$ cat src/rtl/lpscan_pkg.sv
package lpscan_pkg;
  typedef enum logic {
    SEL_FUNC = 1'b0,
    SEL_SCAN = 1'b1
  } lpscan_sel_e;
endpackage

$ cat src/rtl/lpscan_mux.sv
module lpscan_mux
  import lpscan_pkg::*;
(
  input  lpscan_sel_e sel,
  input  logic        func_bit,
  input  logic        scan_bit,
  output logic        mux_bit
);
  always_comb begin
    unique case (sel)
      SEL_SCAN: mux_bit = scan_bit;
      default:  mux_bit = func_bit;
    endcase
  end
endmodule

$ cat src/rtl/lpscan_cell.sv
module lpscan_cell
  import lpscan_pkg::*;
(
  input  logic        clk,
  input  logic        rst_n,
  input  lpscan_sel_e sel,
  input  logic        func_bit,
  input  logic        scan_bit,
  output logic        store_q
);
  logic store_next;

  // next-state: input selection
  lpscan_mux mux_i (
    .sel      (sel),
    .func_bit (func_bit),
    .scan_bit (scan_bit),
    .mux_bit  (store_next)
  );

  // storage register
  always_ff @(posedge clk or negedge rst_n) begin
    if (!rst_n) store_q <= 1'b0;
    else        store_q <= store_next;
  end

  // functional capture takes the data bit
  a_r1_func_capture: assert property (@(posedge clk) disable iff (!rst_n)
    (sel == SEL_FUNC) |=> (store_q == $past(func_bit)));

  // in scan mode the stored bit, which is the scan output, follows the serial input
  a_r3_scan_follow: assert property (@(posedge clk) disable iff (!rst_n)
    (sel == SEL_SCAN) |=> (store_q == $past(scan_bit)));
endmodule

$ cat src/rtl/lpscan_clamp.sv
module lpscan_clamp
  import lpscan_pkg::*;
#(
  parameter int unsigned WIDTH = 8
) (
  input  lpscan_sel_e       sel,
  input  logic [WIDTH-1:0]  stored,
  output logic [WIDTH-1:0]  gated
);
  always_comb begin
    if (sel == SEL_SCAN) gated = '0;
    else                 gated = stored;
  end
endmodule

$ cat src/rtl/lpscan_chain.sv
module lpscan_chain
  import lpscan_pkg::*;
#(
  parameter int unsigned N_CELLS = 8
) (
  input  logic               clk,
  input  logic               rst_n,
  input  logic               scan_en,
  input  logic               scan_in,
  input  logic [N_CELLS-1:0] func_d,
  output logic [N_CELLS-1:0] func_q,
  output logic               scan_out
);
  localparam int unsigned LAST = N_CELLS - 1;

  lpscan_sel_e        sel;
  logic [N_CELLS:0]   link;
  logic [N_CELLS-1:0] cell_q;

  assign sel     = lpscan_sel_e'(scan_en);
  assign link[0] = scan_in;

  for (genvar i = 0; i < N_CELLS; i++) begin : g_cell
    lpscan_cell cell_i (
      .clk      (clk),
      .rst_n    (rst_n),
      .sel      (sel),
      .func_bit (func_d[i]),
      .scan_bit (link[i]),
      .store_q  (cell_q[i])
    );
    assign link[i+1] = cell_q[i];

    if (i > 0) begin : g_order
      // each cell takes the previous cell's bit while shifting
      a_r4_shift_order: assert property (@(posedge clk) disable iff (!rst_n)
        scan_en |=> (cell_q[i] == $past(cell_q[i-1])));
    end
  end

  assign scan_out = link[N_CELLS];

  lpscan_clamp #(.WIDTH(N_CELLS)) clamp_i (
    .sel    (sel),
    .stored (cell_q),
    .gated  (func_q)
  );

  // downstream logic sees only zeros while shifting
  a_r2_clamp_low: assert property (@(posedge clk) disable iff (!rst_n)
    scan_en |-> (func_q == '0));

  // functional capture reaches func_q on the next cycle
  a_r5_capture: assert property (@(posedge clk) disable iff (!rst_n)
    (!scan_en) |=> (scan_en || (func_q == $past(func_d))));

  // serial output follows the top cell
  a_r3_scan_out: assert property (@(posedge clk) disable iff (!rst_n)
    scan_en |=> (scan_out == $past(link[LAST])));
endmodule

$ cat config.mk
export PLATFORM = sky130hd
export DESIGN_NAME = lpscan_chain
export DESIGN_NICKNAME = d
export VERILOG_FILES = /design/src/rtl/lpscan_pkg.sv /design/src/rtl/lpscan_mux.sv /design/src/rtl/lpscan_cell.sv /design/src/rtl/lpscan_clamp.sv /design/src/rtl/lpscan_chain.sv
export SDC_FILE = /design/constraint.sdc
export NUM_CORES = 1
export LEC_CHECK = 0
export BUFFER_PORTS_ARGS = -buffer_cell sky130_fd_sc_hd__buf_2
export CELL_PAD_IN_SITES_DETAIL_PLACEMENT = 1
export CELL_PAD_IN_SITES_GLOBAL_PLACEMENT = 1
export CORE_AREA = 2 2 39 41
export CTS_CLUSTER_DIAMETER = 50
export DETAILED_ROUTE_END_ITERATION = 10
export DIE_AREA = 0 0 41 43
export GPL_ROUTABILITY_DRIVEN = 0
export HOLD_SLACK_MARGIN = 0.15
export PLACE_DENSITY_LB_ADDON = 0.05
export RECOVER_POWER = 100
export REMOVE_ABC_BUFFERS = 1
export SETUP_SLACK_MARGIN = 0.02
export SYNTH_ARGS = -nofsm -noshare
export SYNTH_HDL_FRONTEND = slang
export SYNTH_SLANG_ARGS = --single-unit
$ cat constraint.sdc
create_clock -name clk -period 0.9 [get_ports clk]
set_input_delay 0 -clock clk [delete_from_list [all_inputs] [get_ports clk]]
set_output_delay 0 -clock clk [all_outputs]
set_load 0.01 [all_outputs]
# Word level (Yosys, flattened, before mapping)
# Cells that the tools add are included.
# op_classes
n_mux	9
# ops
operator	count
$mux W1	8
$mux W8	1
# totals
input_bits	12
elab_cells	17
regBits	8
output_inout_bits	9

# Logic depth before layout (Yosys ltp)
# logic_depth
ltp_word	1
ltp_mapped	3
mapped_depth_nobuf	1

# By module
# From an unflattened synthesis, not the netlist that was laid out.
# unflattened
cells_unflattened	24
area_unflattened_um2	370.4
# by_module_without_submodules
module	area_each_um2	seq_area_each_um2	instances	cells_per_inst
lpscan_cell	25.0	25.0	8	1
lpscan_mux	15.0	0.0	8	1
lpscan_clamp	50.0	0.0	1	8

# Worst setup path after synthesis
# OpenSTA, ideal clock, no wires.
# synth_timing
path_kind	reg2reg
from	reg g_cell[0].cell_i.store_q
to	reg g_cell[1].cell_i.store_q
setup_time_ps	125
path_stages_with_launch	2
required_ps	775
arrival_ps	589
slack_ps	186
synth_period_minus_slack_ps	714
path_buffers	0
cell_sequence	dfrtp_1 -> mux2_4
# synth_via
elab_chain_cells	1
# synth_lines
item	line_no	rtl
from (decl)	lpscan_cell.sv:9	output logic store_q
from (signal assigned)	lpscan_cell.sv:24	else store_q <= store_next;
$mux W1	lpscan_mux.sv:10	unique case (sel)
named net g_cell[1].cell_i.mux_i.mux_bit	lpscan_mux.sv:7	output logic mux_bit
to (signal assigned)	lpscan_cell.sv:24	
to (decl)	lpscan_cell.sv:9	
# The timed path passes the listed nets, and every way through them passes these cells.

# Worst setup path after layout
# layout_timing
from	reg g_cell[2].cell_i.store_q
to	out func_q[2]
# layout_via
elab_chain_cells	1
# layout_lines
item	line_no	rtl
from (decl)	lpscan_cell.sv:9	
from (signal assigned)	lpscan_cell.sv:24	
$mux W8	lpscan_clamp.sv:11	if (sel == SEL_SCAN) gated = '0;
to (decl)	lpscan_chain.sv:11	output logic [N_CELLS-1:0] func_q,
# Every way passes these cells.

==> run_results.csv <==
group,metric,value,unit
layout,final_area,684,sq um
sta,clock_skew,0.00664,ns
worst_setup_path,startpoint_type,"flop",
synthesis,synth_top_area_share,0.508,
layout,areaGrowthSynthToFinish,73.7,%
worst_setup_path,r2r_cells,2,
worst_hold_path,hold-path-endpoint,"g_cell[2].cell_i.store_q",
sta,setup_viol,8,
floorplan,die_area,1760,sq um
worst_setup_path,critPathRequiredTime,0.90,ns
sta,period_share,1.04,
power_and_ir_drop,power_density,1340,nW/um^2
synthesis,synth_cell_types,6,
layout,largest_register_ffs,8,
floorplan,core-area,1380,sq um
global_route,antenna_found_initial,0,
synthesis,avgSynthCellArea,15.2,sq um
status,status,"complete, but fails checks",
route,drt-pass1-iter-count,2,
synthesis,synth_edf_count,0,
route,routed_wl,856,um
sta,fmax,1.07,GHz
worst_setup_path,end_kind,"output pin",
worst_setup_path,path_class,"flop to output pin",
synthesis,yosysSeqAreaShare,0.508,
sta,period_minus_slack,0.932,ns
global_route,grt_first_pass_wirelength,1400,um
sta,worst_slack,-0.0321,ns
sta,tightest_slew,0.277,ns
global_route,grt_util_all_layers,0.123,
floorplan,dieWidth,41,um
worst_setup_path,r2r_slack,0.04,ns
floorplan,start_util,0.285,
worst_setup_path,crit_fanout,2,
worst_hold_path,whs_path_depth,2,
power_and_ir_drop,p_leak,0.336,nW
clock_tree,cts_buffers,3,
worst_hold_path,min-delay-start,"scan_en",
clock_tree,cts-root-buf,"clkbuf_4",
clock_tree,cts_tree,"yes",
route,via_per_inst,4.01,
sta,hold_violations,0,
sta,slew-limit-headroom,0.815,
layout,diodes,0,
layout,largest_registers,"g_cell.cell_i.store_q: 8 flops",
global_route,grt_pass1_vias,325,
clock_tree,clk_latency,0.25,ns
status,violations,"negative setup slack",
global_route,grt_max_degree,17,
floorplan,num_rows,14,
flow_run,maxCapViolCount,0,
synthesis,ys_seq_elements,8,
layout,utilization,0.495,
synthesis,synth_area,394,sq um
synthesis,synth_top_cell_by_area,"dfrtp_1",
clock_tree,clkTransAtPathRegs,0.06,ns
route,drcViolationCount,0,
route,wire_per_inst,11.3,um
placement,postPlaceCellArea,488,sq um
worst_setup_path,arrival,0.93,ns
worst_setup_path,rr_startpoint,"g_cell[1].cell_i.store_q",
placement,dp_hpwl,526,um
global_route,grt-ovfl-total,0,
synthesis,synth_area_leaders,"dfrtp_1 51%, and2b_2 18%, mux2_2 17%",
clock_tree,htree_num_levels,1,
route,vias,305,
synthesis,async_reset_ff_frac,1.00,
synthesis,synthTopCellsByCount,"8 x and2b_2, 8 x dfrtp_1, 6 x mux2_2",
layout,drive_gt1_frac,0.667,
layout,finalNetCount,74,
floorplan,die_h,43,um
floorplan,io_pins,21,
layout,largest_register,"g_cell.cell_i.store_q",
placement,port_buffers,20,
layout,fillers,148,
worst_setup_path,r2r-end,"g_cell[2].cell_i.store_q",
worst_hold_path,hold_path_class,"input port to flop",
route,postRouteAntennaNets,0,
synthesis,ys_warn_count,0,
synthesis,ys.flop_type,"dfrtp_1",
sta,rsz0062_at_grt,"yes",
sta,drv_slew,0,
clock_tree,clock_sinks,8,
route,drt-initial-drc-count,3,
clock_tree,cts_buffer_depth,2,
synthesis,synth_cells,26,
power_and_ir_drop,peakVddDrop,801,uV
==> cells in the final DEF, fill, tap and decap left out <==
master / netlist / final
dfrtp_1: 8 / 8
buf_6: 1 / 8
clkbuf_1: 0 / 1
and2b_2: 8 / 8
buf_2: 0 / 11
dlygate4sd3_1: 0 / 11
clkbuf_4: 0 / 4
buf_4: 0 / 1
mux2_4: 2 / 2
mux2_2: 6 / 6
==> per-stage QoR <==
step	setup WS (ns)	instances	TNS [ns]	hold WS (ns)	total power, mW
6_report	-0.0321	76	-0.205	0.200	0.915
5_1_grt	-0.0826	76	-0.567	0.205	0.982
4_1_cts	-0.0434	76	-0.295	0.197	0.930
3_5_place_dp	0.131	60	0	-0.144	0.573
3_3_place_gp	0.160	60	0	-0.151	0.567
2_1_floorplan	0.186	24	0	-0.296	0.497
==> per-layer routing <==
metal | GRT usage | vias to the layer above | share of wire
met5 | 0 | - | 0
met4 | 0.0600 | 0 | 0
met3 | 0.0471 | 0 | 0.069
met2 | 0.194 | 15 | 0.54
met1 | 0.136 | 137 | 0.39
li1 | - | 153 | -
==> worst max path at each step <==
stage | endpoint | depth (start not counted) | from
2_1_floorplan | g_cell[1].cell_i.store_q | 1 | g_cell[0].cell_i.store_q
3_3_place_gp | g_cell[6].cell_i.store_q | 1 | g_cell[5].cell_i.store_q
3_5_place_dp | g_cell[3].cell_i.store_q | 2 | scan_en
4_1_cts | func_q[3] | 2 | g_cell[3].cell_i.store_q
5_1_grt | func_q[0] | 2 | g_cell[0].cell_i.store_q
6_report | func_q[2] | 2 | g_cell[2].cell_i.store_q
==> cells by family after synthesis <==
group	Yosys count	synth area share
simple gates	8	0.178
flops	8	0.508
mux	8	0.248
buf+inv	2	0.0667
==> final cells by class <==
| class | instances | area [sq um] | area share |
|---|---|---|---|
| Timing Repair Buffer | 33 | 274 | 0.400 |
| Sequential cell | 8 | 200 | 0.293 |
| Multi-Input combinational cell | 16 | 168 | 0.245 |
| Clock buffer | 3 | 22.5 | 0.0329 |
| Tap cell | 16 | 20.0 | 0.0293 |
==> worst max-delay path, cell delays in order, from the launching register on <==
cell and delay [ns]:
dfrtp_1 0.37, and2b_2 0.20, buf_6 0.12
==> report_power, final <==
part | total [mW] | leakage (nW) | switching (mW) | internal, mW
Clock | 0.268 | 0.0138 | 0.116 | 0.152
Sequential | 0.409 | 0.0933 | 0.0144 | 0.394
Combinational | 0.238 | 0.229 | 0.0770 | 0.161
Total | 0.915 | 0.336 | 0.207 | 0.708
==> what timing repair did <==
item | in CTS | in global routing
endpoints found under the setup margin | 8 | 18
hold buffers | 11 | 0
hold endpoints to repair | 16 | 0
buffers inserted | 2 | 0
gates resized for setup | 8 | 1
(Power assumes the default switching activity.)
